File: src/rtl/lis_pkg.sv
package lis_pkg;
    localparam int USER_LINES = 16;
    localparam int DIAG_LINES = 5;
    localparam int CHAN_W     = 5;
    localparam int CHAR_W     = 10;
    localparam int WORD_W     = 16;

    typedef enum logic [1:0] {
        CLS_RX   = 2'd0,
        CLS_TX   = 2'd1,
        CLS_DIAG = 2'd2
    } evt_class_e;

    typedef enum logic {
        ST_SCAN   = 1'b0,
        ST_POSTED = 1'b1
    } scan_state_e;
endpackage

File: src/rtl/lis_first_set.sv
module lis_first_set #(
    parameter int W  = 16,
    localparam int IW = (W > 1) ? $clog2(W) : 1
) (
    input  logic [W-1:0]  req,
    output logic          found,
    output logic [IW-1:0] idx
);
    always_comb begin
        found = |req;
        idx   = '0;
        for (int i = W - 1; i >= 0; i--) begin
            if (req[i]) idx = IW'(i);
        end
    end
endmodule

File: src/rtl/lis_line_store.sv
module lis_line_store
    import lis_pkg::*;
#(
    parameter int NUSER = USER_LINES,
    parameter int NDIAG = DIAG_LINES,
    parameter int CW    = CHAN_W,
    parameter int DW    = CHAR_W,
    localparam int NALL = NUSER + NDIAG
) (
    input  logic                 clk,
    input  logic                 rst_n,
    input  logic                 rx_valid,
    input  logic [CW-1:0]        rx_chan,
    input  logic [DW-1:0]        rx_char,
    input  logic                 rx_break,
    input  logic                 tx_valid,
    input  logic [CW-1:0]        tx_chan,
    input  logic                 svc_fire,
    input  evt_class_e           svc_cls,
    input  logic [CW-1:0]        svc_chan,
    output logic [NALL-1:0]      pend,
    output logic [NUSER-1:0]     done,
    output logic [DW-1:0]        rd_char,
    output logic                 rd_brk,
    output logic                 rd_lost
);
    logic [NALL-1:0]         pend_q, brk_q, lost_q;
    logic [NALL-1:0][DW-1:0] chr_q;
    logic [NUSER-1:0]        done_q;

    always_ff @(posedge clk or negedge rst_n) begin
        if (!rst_n) begin
            pend_q <= '0;
            brk_q  <= '0;
            lost_q <= '0;
            chr_q  <= '0;
            done_q <= '0;
        end else begin
            for (int i = 0; i < NALL; i++) begin
                // service first, then any arrival on the same line
                if (svc_fire && svc_chan == CW'(i)) begin
                    brk_q[i]  <= 1'b0;
                    lost_q[i] <= 1'b0;
                    if (svc_cls != CLS_TX) pend_q[i] <= 1'b0;
                end
                if (rx_valid && rx_chan == CW'(i)) begin
                    pend_q[i] <= 1'b1;
                    if (rx_break) begin
                        brk_q[i] <= 1'b1;
                        chr_q[i] <= '0;
                    end else begin
                        chr_q[i] <= rx_char;
                        if (pend_q[i] && !(svc_fire && svc_chan == CW'(i) && svc_cls != CLS_TX))
                            lost_q[i] <= 1'b1;
                    end
                end
            end
            for (int j = 0; j < NUSER; j++) begin
                if (svc_fire && svc_cls == CLS_TX && svc_chan == CW'(j)) done_q[j] <= 1'b0;
                if (tx_valid && tx_chan == CW'(j)) done_q[j] <= 1'b1;
            end
        end
    end

    always_comb begin
        rd_char = '0;
        rd_brk  = 1'b0;
        rd_lost = 1'b0;
        for (int i = 0; i < NALL; i++) begin
            if (svc_chan == CW'(i)) begin
                rd_char = chr_q[i];
                rd_brk  = brk_q[i];
                rd_lost = lost_q[i];
            end
        end
    end

    assign pend = pend_q;
    assign done = done_q;
endmodule

File: src/rtl/lis_word_fmt.sv
module lis_word_fmt
    import lis_pkg::*;
(
    input  logic [CHAN_W-1:0] chan,
    input  logic [CHAR_W-1:0] chr,
    input  logic              brk,
    input  logic              lost,
    input  evt_class_e        cls,
    output logic [WORD_W-1:0] data_w,
    output logic [WORD_W-1:0] stat_w
);
    assign data_w = {^chr[7:0], chan, chr};
    assign stat_w = {1'b0, chan, 6'b0, (cls == CLS_DIAG), brk, lost, (cls == CLS_TX)};
endmodule

File: src/rtl/line_irq_scanner.sv
module line_irq_scanner
    import lis_pkg::*;
#(
    parameter int USER_N = USER_LINES,
    parameter int DIAG_N = DIAG_LINES,
    localparam int ALL_N = USER_N + DIAG_N,
    localparam int UIW   = $clog2(USER_N),
    localparam int DIW   = $clog2(DIAG_N)
) (
    input  logic              clk,
    input  logic              rst_n,
    input  logic              rx_valid,
    input  logic [4:0]        rx_chan,
    input  logic [9:0]        rx_char,
    input  logic              rx_break,
    input  logic              tx_valid,
    input  logic [4:0]        tx_chan,
    input  logic [20:0]       rx_enable,
    input  logic [15:0]       tx_enable,
    input  logic              flag_clear,
    output logic              irq_flag,
    output logic [15:0]       data_word,
    output logic [15:0]       status_word
);
    scan_state_e state_q, state_d;

    logic [ALL_N-1:0]  pend;
    logic [USER_N-1:0] done;
    logic [ALL_N-1:0]  rx_qual;
    logic [USER_N-1:0] tx_qual;

    logic           u_found, t_found, d_found;
    logic [UIW-1:0] u_idx, t_idx;
    logic [DIW-1:0] d_idx;

    logic              sel_found;
    evt_class_e        sel_cls;
    logic [CHAN_W-1:0] sel_chan;
    logic              svc_fire;

    logic [CHAR_W-1:0] rd_char;
    logic              rd_brk, rd_lost;
    logic [WORD_W-1:0] fmt_data, fmt_stat;
    logic [WORD_W-1:0] data_q, stat_q;

    assign rx_qual = pend & rx_enable;
    assign tx_qual = done & tx_enable;

    lis_first_set #(.W(USER_N)) u_pick_rx (
        .req(rx_qual[USER_N-1:0]), .found(u_found), .idx(u_idx));
    lis_first_set #(.W(USER_N)) u_pick_tx (
        .req(tx_qual), .found(t_found), .idx(t_idx));
    lis_first_set #(.W(DIAG_N)) u_pick_dg (
        .req(rx_qual[ALL_N-1:USER_N]), .found(d_found), .idx(d_idx));

    always_comb begin
        sel_found = u_found | t_found | d_found;
        sel_cls   = CLS_RX;
        sel_chan  = '0;
        if (u_found) begin
            sel_cls  = CLS_RX;
            sel_chan = CHAN_W'(u_idx);
        end else if (t_found) begin
            sel_cls  = CLS_TX;
            sel_chan = CHAN_W'(t_idx);
        end else if (d_found) begin
            sel_cls  = CLS_DIAG;
            sel_chan = CHAN_W'(USER_N) + CHAN_W'(d_idx);
        end
    end

    assign svc_fire = (state_q == ST_SCAN) && sel_found;

    lis_line_store #(.NUSER(USER_N), .NDIAG(DIAG_N)) u_store (
        .clk      (clk),
        .rst_n    (rst_n),
        .rx_valid (rx_valid),
        .rx_chan  (rx_chan),
        .rx_char  (rx_char),
        .rx_break (rx_break),
        .tx_valid (tx_valid),
        .tx_chan  (tx_chan),
        .svc_fire (svc_fire),
        .svc_cls  (sel_cls),
        .svc_chan (sel_chan),
        .pend     (pend),
        .done     (done),
        .rd_char  (rd_char),
        .rd_brk   (rd_brk),
        .rd_lost  (rd_lost)
    );

    lis_word_fmt u_fmt (
        .chan   (sel_chan),
        .chr    (rd_char),
        .brk    (rd_brk),
        .lost   (rd_lost),
        .cls    (sel_cls),
        .data_w (fmt_data),
        .stat_w (fmt_stat)
    );

    // next state: post / acknowledge
    always_comb begin
        state_d = state_q;
        unique case (state_q)
            ST_SCAN:   if (sel_found)  state_d = ST_POSTED;
            ST_POSTED: if (flag_clear) state_d = ST_SCAN;
        endcase
    end

    always_ff @(posedge clk or negedge rst_n) begin
        if (!rst_n) state_q <= ST_SCAN;
        else        state_q <= state_d;
    end

    always_ff @(posedge clk or negedge rst_n) begin
        if (!rst_n) begin
            data_q <= '0;
            stat_q <= '0;
        end else if (svc_fire) begin
            data_q <= fmt_data;
            stat_q <= fmt_stat;
        end
    end

    assign irq_flag    = (state_q == ST_POSTED);
    assign data_word   = data_q;
    assign status_word = stat_q;
endmodule

File: config.mk
export PLATFORM = sky130hd
export DESIGN_NAME = line_irq_scanner
export DESIGN_NICKNAME = d
export VERILOG_FILES = /design/src/rtl/lis_pkg.sv /design/src/rtl/lis_first_set.sv /design/src/rtl/lis_line_store.sv /design/src/rtl/lis_word_fmt.sv /design/src/rtl/line_irq_scanner.sv
export SDC_FILE = /design/constraint.sdc
export NUM_CORES = 1
export LEC_CHECK = 0
export BUFFER_PORTS_ARGS = -buffer_cell sky130_fd_sc_hd__buf_2
export CAP_MARGIN = 40
export CORE_MARGIN = 5
export CORE_UTILIZATION = 40
export DETAILED_ROUTE_END_ITERATION = 12
export GPL_ROUTABILITY_DRIVEN = 0
export PLACE_DENSITY = 0.58
export SLEW_MARGIN = 20
export SYNTH_ARGS = -nofsm -noshare
export SYNTH_HDL_FRONTEND = slang
export SYNTH_HIERARCHICAL = 1
export SYNTH_SLANG_ARGS = --single-unit
File: constraint.sdc
create_clock -name clk -period 4.3 [get_ports clk]
set_input_delay 0.86 -clock clk [delete_from_list [all_inputs] [get_ports clk]]
set_output_delay 0.86 -clock clk [all_outputs]
set_load 0.05 [all_outputs]
# After elaboration in Yosys (flattened, before gate mapping)
# Index checks and enable logic that the tools add are counted.
dict set report totals {
  output_inout_bits 33
  n_memories 0
  regBits 315
  wordCells 684
  ram_bits 0
  rom_bits 0
  latchBits 0
}
dict set report classes {
  n_addsub 1
  reduce_logical 225
  div_mod_pow 0
  magnitude_cmp 0
  n_mux 332
  shifts 0
  mul 0
  bitwise 5
  eq_ne 58
}
# op count
set ops {}
lappend ops {{$mux W1} 266}
lappend ops {{$mux W10} 22}
lappend ops {{$mux W4} 32}
lappend ops {{$eq A5 B4 Y1 const B} 24}
lappend ops {{$logic_and A1 B1 Y1} 118}
lappend ops {{$reduce_bool A2 Y1} 58}
lappend ops {{$eq A5 B3 Y1 const B} 12}
lappend ops {{$eq A5 B5 Y1 const B} 10}
lappend ops {{$reduce_and A2 Y1} 21}
lappend ops {{$reduce_or A16 Y1} 2}
lappend ops {{$eq A5 B2 Y1 const B} 6}
lappend ops {{$and A21 B21 Y21} 1}
lappend ops {{$logic_not A1 Y1} 21}
lappend ops {{$and A16 B16 Y16} 1}
lappend ops {{$eq A5 B1 Y1 const B} 3}
lappend ops {{$logic_not A5 Y1} 3}
lappend ops {{$mux W3} 5}
lappend ops {{$mux W5} 3}
lappend ops {{$reduce_xor A8 Y1} 1}
lappend ops {{$mux W2} 3}
lappend ops {{$add A5 B3 Y5 const A} 1}
lappend ops {{$reduce_or A5 Y1} 1}
lappend ops {{$eq A2 B1 Y1 const B} 1}
lappend ops {{$eq A2 B2 Y1 const B} 1}
lappend ops {{other kinds (4)} 5}

# Longest topological paths before layout
# Gate-level depths: netlist (run 1).
dict set report logic_depth {
  depth_word 42
  depth_mapped 23
}

# Modules after synthesis
# The synthesis (run 1) kept the hierarchy.
# module cells_each n_inst seq_area_each_um2 area_each_um2
set by_module_without_submodules {}
lappend by_module_without_submodules {lis_line_store 1482 1 7231.9 13485.4}
lappend by_module_without_submodules {line_irq_scanner 240 1 825.8 2332.2}
lappend by_module_without_submodules {{lis_first_set at u_pick_rx ...} 34 2 0.0 176.4}
lappend by_module_without_submodules {lis_word_fmt 39 1 0.0 295.3}
lappend by_module_without_submodules {{lis_first_set at u_pick_dg} 8 1 0.0 48.8}

# Worst setup path before layout (run 1)
# OpenSTA, ideal clock, no wires.
dict set report synth_path {
  path_type {input to register}
  startpoint {input rx_enable[4]}
  endpoint {register data_q[15], in the netlist data_word[15]}
  setup_time_ns 0.080
  setup_slack_ns -0.607
  arrival_ns 4.827
  cell_stages 18
  cell_sequence {and2_1 nor4_2 nand3_1 or3_1 clkbuf_2 buf_2 nor3b_1 or3b_2 buf_2 a221oi_1 nor2_1 a22oi_1 nand3_1 xor2_1 xnor2_1 xnor2_1 nand2b_1 o211ai_2}
}
# item line_no
set synth_rtl {}
lappend synth_rtl {{from (decl)} line_irq_scanner.sv:18} ;# input logic [20:0] rx_enable,
lappend synth_rtl {{$and A21 B21 Y21 *} line_irq_scanner.sv:46} ;# assign rx_qual = pend & rx_enable;
lappend synth_rtl {{$reduce_or A16 Y1 *} lis_first_set.sv:10} ;# found = |req;
lappend synth_rtl {{named net u_found} line_irq_scanner.sv:32} ;# logic u_found, t_found, d_found;
lappend synth_rtl {{$mux W5 *} line_irq_scanner.sv:60} ;# if (u_found) begin
lappend synth_rtl {{named net sel_chan[4]} line_irq_scanner.sv:38} ;# logic [CHAN_W-1:0] sel_chan;
lappend synth_rtl {{$logic_not A5 Y1} lis_line_store.sv:70} ;# if (svc_chan == CW'(i)) begin
lappend synth_rtl {{$mux W10 (20 in series)} lis_line_store.sv:70}
lappend synth_rtl {{$mux W10 *} lis_line_store.sv:70}
lappend synth_rtl {{named net rd_char[2]} line_irq_scanner.sv:41} ;# logic [CHAR_W-1:0] rd_char;
lappend synth_rtl {{$reduce_xor A8 Y1 *} lis_word_fmt.sv:12} ;# assign data_w = {^chr[7:0], chan, chr};
lappend synth_rtl {{named net fmt_data[15]} line_irq_scanner.sv:43} ;# logic [WORD_W-1:0] fmt_data, fmt_stat;
lappend synth_rtl {{to (signal assigned)} line_irq_scanner.sv:122} ;# data_q <= fmt_data;
lappend synth_rtl {{to (decl)} line_irq_scanner.sv:44} ;# logic [WORD_W-1:0] data_q, stat_q;
# The timed path passes the listed nets; every way through them passes the cells marked *.
# A chain may end at the register's enable or synchronous reset.

# Final worst setup path (run 1)
dict set report layout_path {
  startpoint {input tx_enable[4]}
  endpoint {register data_q[15], in the netlist data_word[15]}
}
# item line_no
set layout_rtl {}
lappend layout_rtl {{from (decl)} line_irq_scanner.sv:19} ;# input logic [15:0] tx_enable,
lappend layout_rtl {{$and A16 B16 Y16 *} line_irq_scanner.sv:47} ;# assign tx_qual = done & tx_enable;
lappend layout_rtl {{named net tx_qual[4]} line_irq_scanner.sv:30} ;# logic [USER_N-1:0] tx_qual;
lappend layout_rtl {{$reduce_or A16 Y1 *} lis_first_set.sv:10}
lappend layout_rtl {{named net t_found} line_irq_scanner.sv:32}
lappend layout_rtl {{$mux W5 *} line_irq_scanner.sv:63} ;# end else if (t_found) begin
lappend layout_rtl {{$mux W5 *} line_irq_scanner.sv:60}
lappend layout_rtl {{named net sel_chan[1]} line_irq_scanner.sv:38}
lappend layout_rtl {{$logic_not A5 Y1} lis_line_store.sv:70}
lappend layout_rtl {{$mux W10 (20 in series)} lis_line_store.sv:70}
lappend layout_rtl {{$mux W10 *} lis_line_store.sv:70}
lappend layout_rtl {{named net rd_char[2]} line_irq_scanner.sv:41}
lappend layout_rtl {{$reduce_xor A8 Y1 *} lis_word_fmt.sv:12}
lappend layout_rtl {{named net fmt_data[15]} line_irq_scanner.sv:43}
# Marked as above.

==> metrics.yaml, run 1 <==
grt_pass1_wl_um: 89900
die_x_um: 213
grt_max_degree: 111
grt_setup_unrepaired: "true"
synth_cells: 1837
synth_xor_area_share_pct: 0.371
path_cells: "buf_6 -> and2_4 -> nor4_4 -> nand3_1 -> or3_4 -> buf_4 -> a21oi_2 -> a21oi_4 -> buf_4 -> nor2b_2 -> buf_4 -> buf_4 -> a32o_1 -> a22oi_1 -> a21oi_1 -> buf_4 -> o211ai_1 -> nand3_2 -> xor2_1 -> xnor2_1 -> xnor2_1 -> nand2b_1 -> o211ai_2"
final_net_count: 2150
async_flop_share_pct: 100
synth_edf_count: 0
seq_area_frac_synth_pct: 48.8
synth_fa_ha_area_share_pct: 0
grt_pass1_vias: 14600
netlist_area_um2: 16500
drv_slew: 0
postPlaceCellArea_um2: 19000
ys_warn_count: 6
hold_violations: 0
cts_tree: "done"
h-tree-depth: 2
setup.worst_path.end_class: "flip-flop"
synth_simple_gate_area_share_pct: 21.3
max_slew_margin_pct: 45.8
max_freq_ghz: 0.228
p_leak_nw: 9.42
outcome: "finished with violations"
drt-total-wl_um: 59100
core.rowCount: 74
synth_mux_area_share_pct: 2.23
finalSetupViolations: 1
yosys.area.top_type: "dfrtp_1"
coreArea_um2: 40800
yosysUniqueCellTypes: 82
critPathArrivalTime_ns: 4.86
drt_pass1_iterations: 5
drive_gt1_share_pct: 27.1
vias: 15100
maxCapViolCount: 0
worst_pin_slew_ns: 0.812
postCtsHoldBufs: 0
cpPeakStageDelay_ns: 0.45
timing.final.crit_share_pct: 102
crit_fanout: 7
synth.ff_latch_count: 322
die_h_um: 213
syn2layout_area_growth_pct: 25.8
cts.clk_slew.worst_paths_ns: 0.07
startpoint_type: "primary input"
path_common_cell: "buf_4"
failed_checks: "setup timing"
slowest_stage: "or3_4"
synth_compound_area_share_pct: 21.3
synth_top_area_share_pct: 48.8
finalWorstSetupSlack_ns: -0.0956
worstPathRequired_ns: 4.77
grt.overflow.total: 0
finalClockSkew_ns: 0.0217
ff2ff_path_depth: 22
grtUsageTotal_pct: 25.5
root_buffer: "clkbuf_16"
start_util_pct: 40.4
r2r_start: "u_store/done[7]$_DFFE_PN0P_"
postRouteAntennaNets: 0
synth_area_leaders: "dfrtp_1 49%, o21ai_0 9.8%, nand2_1 9.1%"
criticalPathCategory: "primary input to flip-flop"
yosysMostFrequentCell: "nand2_1"
dp_hpwl_um: 42600
port_buffers: 95
synth_common_cells: "400 x nand2_1, 324 x o21ai_0, 322 x dfrtp_1"
clk_path_buf_depth: 3
syn_avg_cell_area_um2: 8.99
synth_top_family_by_area: "simple AND/OR/NAND/NOR gates"
vdd_drop_max_mv: 0.505
layout.cells.non_filler: 2646
nFillCells: 3835
antennaDiodeCount: 0
synth-main-ff-cell: "dfrtp_1"
power_density_nw_per_um2: 823
cts_made_buffers: 37
r2r_setup_slack_ns: -0.06
rr_endpoint: "data_word[15]$_DFFE_PN0P_"
drc: 0
die_area_um2: 45500
antenna_found_initial: 1
wl_per_cell_um: 22.3
cts_sinks: 322
clock_latency_ns: 0.54
via_per_inst: 5.69
dp_cells: 2556
first_iter_violations: 1661
io_pins: 96
fin_area_um2: 20800
hp-class: "primary input to async pin"
period_minus_slack_ns: 4.40
[critical path, delay by kind of cell]
| family | cells | cell delay, ns |
|---|---|---|
| simple gates | 7 | 1.48 |
| buf+inv | 6 | 0.85 |
| compound gates | 7 | 1.14 |
| xor+xnor | 3 | 0.54 |
[worst max path at each step]
stage	cells after the start	end	slack (ns)	startpoint
6_report	23	data_word[15]$_DFFE_PN0P_	-0.1	tx_enable[4]
3_3_place_gp	21	data_word[15]$_DFFE_PN0P_	-0.70	rx_enable[5]
4_1_cts	19	data_word[15]$_DFFE_PN0P_	0.01	u_store/done[4]$_DFFE_PN0P_
2_1_floorplan	20	data_word[15]$_DFFE_PN0P_	-0.16	rx_enable[5]
3_5_place_dp	18	data_word[8]$_DFFE_PN0P_	-0.75	tx_enable[4]
5_1_grt	20	data_word[15]$_DFFE_PN0P_	-0.28	tx_enable[4]
[metrics by stage]
stage / setup TNS, ns / util (%) / total power, mW / hold slack, ns / worst slack, ns
detailed placement: -4.68 / 46.4 / 12.9 / 0.465 / -0.754
CTS: 0 / 49.6 / 16.3 / 0.269 / 0.0136
finish: -0.0956 / 50.9 / 17.1 / 0.262 / -0.0956
global placement: -3.83 / 46.1 / 12.8 / 0.458 / -0.700
floorplan: -0.163 / - / 9.09 / 0.440 / -0.163
global route: -0.446 / 50.9 / 17.9 / 0.280 / -0.282
[cells by family (layout without fill, tap and decap cells)]
| logic type | count (synthesis) | in the layout |
|---|---|---|
| AND/OR/NAND/NOR | 719 | 719 |
| AO/OA/AOI/OAI | 574 | 574 |
| buffers and inverters | 185 | 456 |
| other | 1 | 7 |
| XOR/XNOR | 7 | 7 |
| multiplexers | 29 | 29 |
| flip-flops | 322 | 322 |
[layout make-up]
class                           count  area, µm²  area share, %
Clock buffer                       49       1030           4.96
Clock inverter                     17        208           1.00
Inverter                           16       60.1          0.289
Multi-Input combinational cell   1336       7880           37.9
Sequential cell                   322       8060           38.8
Tap cell                          532        666           3.20
Timing Repair Buffer              374       2870           13.8
[registers in the layout, summed over array words and instances, names as in the netlist]
name and cells:
status_word 16, data_word 16, u_store/lost_q 21, u_store/done 16, u_store/chr_q 210, irq_flag 1
u_store/brk_q 21, u_store/pend 21
[layout by cell type (no fill, tap or decap), types with 26 or more instances in the layout]
master       n
a21oi_1     53
nor2_1      59
clkbuf_16   37
and2_1      36
o31ai_1     27
o21ai_0    320
buf_2       93
nand3_1     35
nand2b_1    48
or4b_1      32
dfrtp_1    321
nand2_1    395
buf_4      243
o211ai_2    26
[power breakdown]
part / internal (mW) / switching (mW) / leakage [nW] / total, mW
sequential: 3.63 / 0.408 / 4.24 / 4.04
combinational: 4.39 / 5.41 / 4.57 / 9.80
clock: 1.94 / 1.33 / 0.604 / 3.27
total: 9.96 / 7.14 / 9.42 / 17.1
[layer usage]
metal / wire length [µm] / track usage, % / up-vias
li1: - / - / 6927
met1: 26400 / 37.2 / 7373
met2: 26300 / 39.3 / 650
met3: 4480 / 3.95 / 107
met4: 1940 / 8.27 / 2
met5: 13 / 0 / -
[what timing repair did]
action / in CTS / in global routing
pin swaps: 3 / 34
endpoints found under the hold margin: 0 / 0
resized for setup: 7 / 70
endpoints found under the setup margin: 3 / 5
buffers inserted: 2 / 16
No activity file was read; power rests on OpenSTA's default activity.
==> run 2: changes to the inputs <==
==> constraint.sdc (replaced) <==
create_clock -name clk -period 4.3 [get_ports clk]
set_input_delay 0.645 -clock clk [delete_from_list [all_inputs] [get_ports clk]]
set_output_delay 0.645 -clock clk [all_outputs]
set_load 0.05 [all_outputs]
==> run 2 against run 1 <==
Core utilization down 0.55 points. Die area unchanged. The run still ends with setup timing left. Design area down 1.1%. Sequential power about the same. Sequential share of layout area up 0.43 points. Critical path depth down 3. Global-route usage down 0.38 points. Fmax down 2.9%. Total power down 3.0%. Worst setup slack worse by 0.13 ns. Largest cell class unchanged. Final cell count up 0.23%.
==> metrics.yaml, run 2 (synthesis results as in run 1) <==
setup.worst_path.end_class: "flip-flop"
seqPwrFrac_pct: 24.3
worstPathRequired_ns: 4.76
finalClockSkew_ns: 0.0215
multiInputGateArea_um2: 7650
power_density_nw_per_um2: 808
start_util_pct: 40.4
grtUsageTotal_pct: 25.1
cp_top_family: "simple AND/OR/NAND/NOR gates"
path_cells: "and2_1 -> nor4_2 -> nand3_1 -> or3_4 -> nand3b_1 -> a21oi_4 -> buf_4 -> buf_4 -> nand3b_1 -> buf_4 -> nor2_2 -> buf_4 -> nand2_1 -> nand3_1 -> o21a_1 -> xnor2_2 -> xnor2_1 -> xnor2_1 -> nand2b_1 -> o211ai_2"
worst_pin_slew_ns: 0.890
cts_made_buffers: 36
port_buffers: 95
total_power_mw: 16.6
p_leak_nw: 9.36
path_buf_inv: 4
cpPeakStageDelay_ns: 0.44
drt-total-wl_um: 58100
grt_max_degree: 102
finalSetupViolations: 1
die_h_um: 213
via_per_inst: 5.63
antenna_found_initial: 1
drv_slew: 0
seq_area_um2: 8060
grt_setup_unrepaired: "true"
root_buffer: "clkbuf_16"
failed_checks: "setup timing"
p_sw_mw: 6.98
grt_pass1_vias: 14800
cts_tree: "done"
core.rowCount: 74
critPathArrivalTime_ns: 4.99
startpoint: "u_store/done[5]$_DFFE_PN0P_"
vias: 14900
clk_path_buf_depth: 3
crit_fanout: 11
finalWorstSetupSlack_ns: -0.225
netSwitchingFraction_pct: 42.1
r2r_start: "u_store/done[5]$_DFFE_PN0P_"
layout.cells.non_filler: 2652
period_minus_slack_ns: 4.53
grt.overflow.total: 0
coreArea_um2: 40800
hold_violations: 0
maxCapViolCount: 0
io_pins: 96
drive_gt1_share_pct: 25.3
hp-class: "primary input to async pin"
postCtsHoldBufs: 0
final_common_cell: "nand2_1"
top_register: "u_store/chr_q"
slowest_stage: "nor2_2"
syn2layout_area_growth_pct: 24.4
p_int_mw: 9.62
clock_latency_ns: 0.54
drc: 0
cts.clk_slew.worst_paths_ns: 0.06
vdd_drop_max_mv: 0.476
grt_pass1_wl_um: 88200
drt_pass1_iterations: 5
first_iter_violations: 1502
final_cell_mix: "399 x nand2_1, 322 x o21ai_0, 321 x dfrtp_1"
die_area_um2: 45500
postRouteAntennaNets: 0
p_comb_share_pct: 56.9
dp_cells: 2573
path_common_cell: "buf_4"
timing.final.crit_share_pct: 105
p_clk_share_pct: 18.8
dp_hpwl_um: 42000
wl_per_cell_um: 21.9
cts_sinks: 322
criticalPathCategory: "flip-flop to flip-flop"
antennaDiodeCount: 0
largest_reg_flops: 210
outcome: "finished with violations"
max_freq_ghz: 0.221
nFillCells: 3832
final_net_count: 2155
die_x_um: 213
max_slew_margin_pct: 40.7
startpoint_type: "flip-flop"
h-tree-depth: 2
==> run 2: area by class of cell <==
type | instances | area share, %
Multi-Input combinational cell | 1336 | 37.3
Clock inverter | 12 | 0.572
Inverter | 16 | 0.292
Timing Repair Buffer | 380 | 14.2
Clock buffer | 54 | 5.21
Tap cell | 532 | 3.24
Sequential cell | 322 | 39.2
==> run 2: path summary, 6_finish.rpt <==
kind / depth (start not counted) / to / slack [ns]
worst max-delay path: 20 / data_word[15]$_DFFE_PN0P_ / -0.23
worst min-delay path: 1 / u_store/pend[3]$_DFFE_PN0P_ / 0.21
worst max register to register: 20 / data_word[15]$_DFFE_PN0P_ / -0.23
worst min register to register: 2 / u_store/chr_q[166]$_DFFE_PN0P_ / 0.48
max in group asynchronous: 2 / u_store/chr_q[189]$_DFFE_PN0P_ / 3.13
min in group clk: 2 / irq_flag$_DFF_PN0_ / 0.28
==> run 2: layer usage <==
| metal | track usage, % | up-vias | part of all wire, % | routed length [µm] |
|---|---|---|---|---|
| met2 | 38.9 | 564 | 45 | 26000 |
| met4 | 9.82 | 2 | 4.2 | 2460 |
| met1 | 35.4 | 7324 | 44 | 25700 |
| met5 | 0 | - | 0.014 | 8 |
| li1 | - | 6925 | - | - |
| met3 | 4.48 | 118 | 6.8 | 3930 |
==> run 2: stage by stage <==
stage               worst slack, ns  setup TNS (ns)  utilization [%]  cell area, µm²  hold WS, ns
finish                       -0.225          -0.225             50.3           20500        0.209
global route                 -0.268          -0.268             50.3           20500        0.272
CTS                         -0.0361         -0.0361             49.9           20400        0.233
detailed placement           -0.532           -2.07             46.7           19100        0.465
global placement             -0.572           -1.76             46.3           18900        0.456
floorplan                   0.00850               0                -           16600        0.349
==> run 2: repair_timing <==
| action | CTS | global route |
|---|---|---|
| resized for setup | 17 | 9 |
| setup buffers | 3 | 2 |
| pin swaps | 1 | 5 |
| endpoints found under the setup margin | 1 | 3 |
| gates cloned | 0 | 0 |
==> run 2: worst reg2reg max path: stages (launching register included) <==
cell and delay (ns):
dfrtp_1 0.41, and2_1 0.20, nor4_2 0.35, nand3_1 0.15, or3_4 0.41, nand3b_1 0.24, a21oi_4 0.22, buf_4 0.13
buf_4 0.22, nand3b_1 0.15, buf_4 0.19, nor2_2 0.44, buf_4 0.22, nand2_1 0.05, nand3_1 0.11, o21a_1 0.27
xnor2_2 0.15, xnor2_1 0.15, xnor2_1 0.17, nand2b_1 0.11, o211ai_2 0.13
==> run 2: power groups by stage <==
stage,Clock (mW),Combinational (mW),Sequential (mW)
finish,3.12,9.45,4.03
global route,3.30,9.97,4.10
CTS,3.17,9.17,4.02
detailed placement,0,8.99,4.07
global placement,0,8.92,4.06
floorplan,0,4.75,4.21
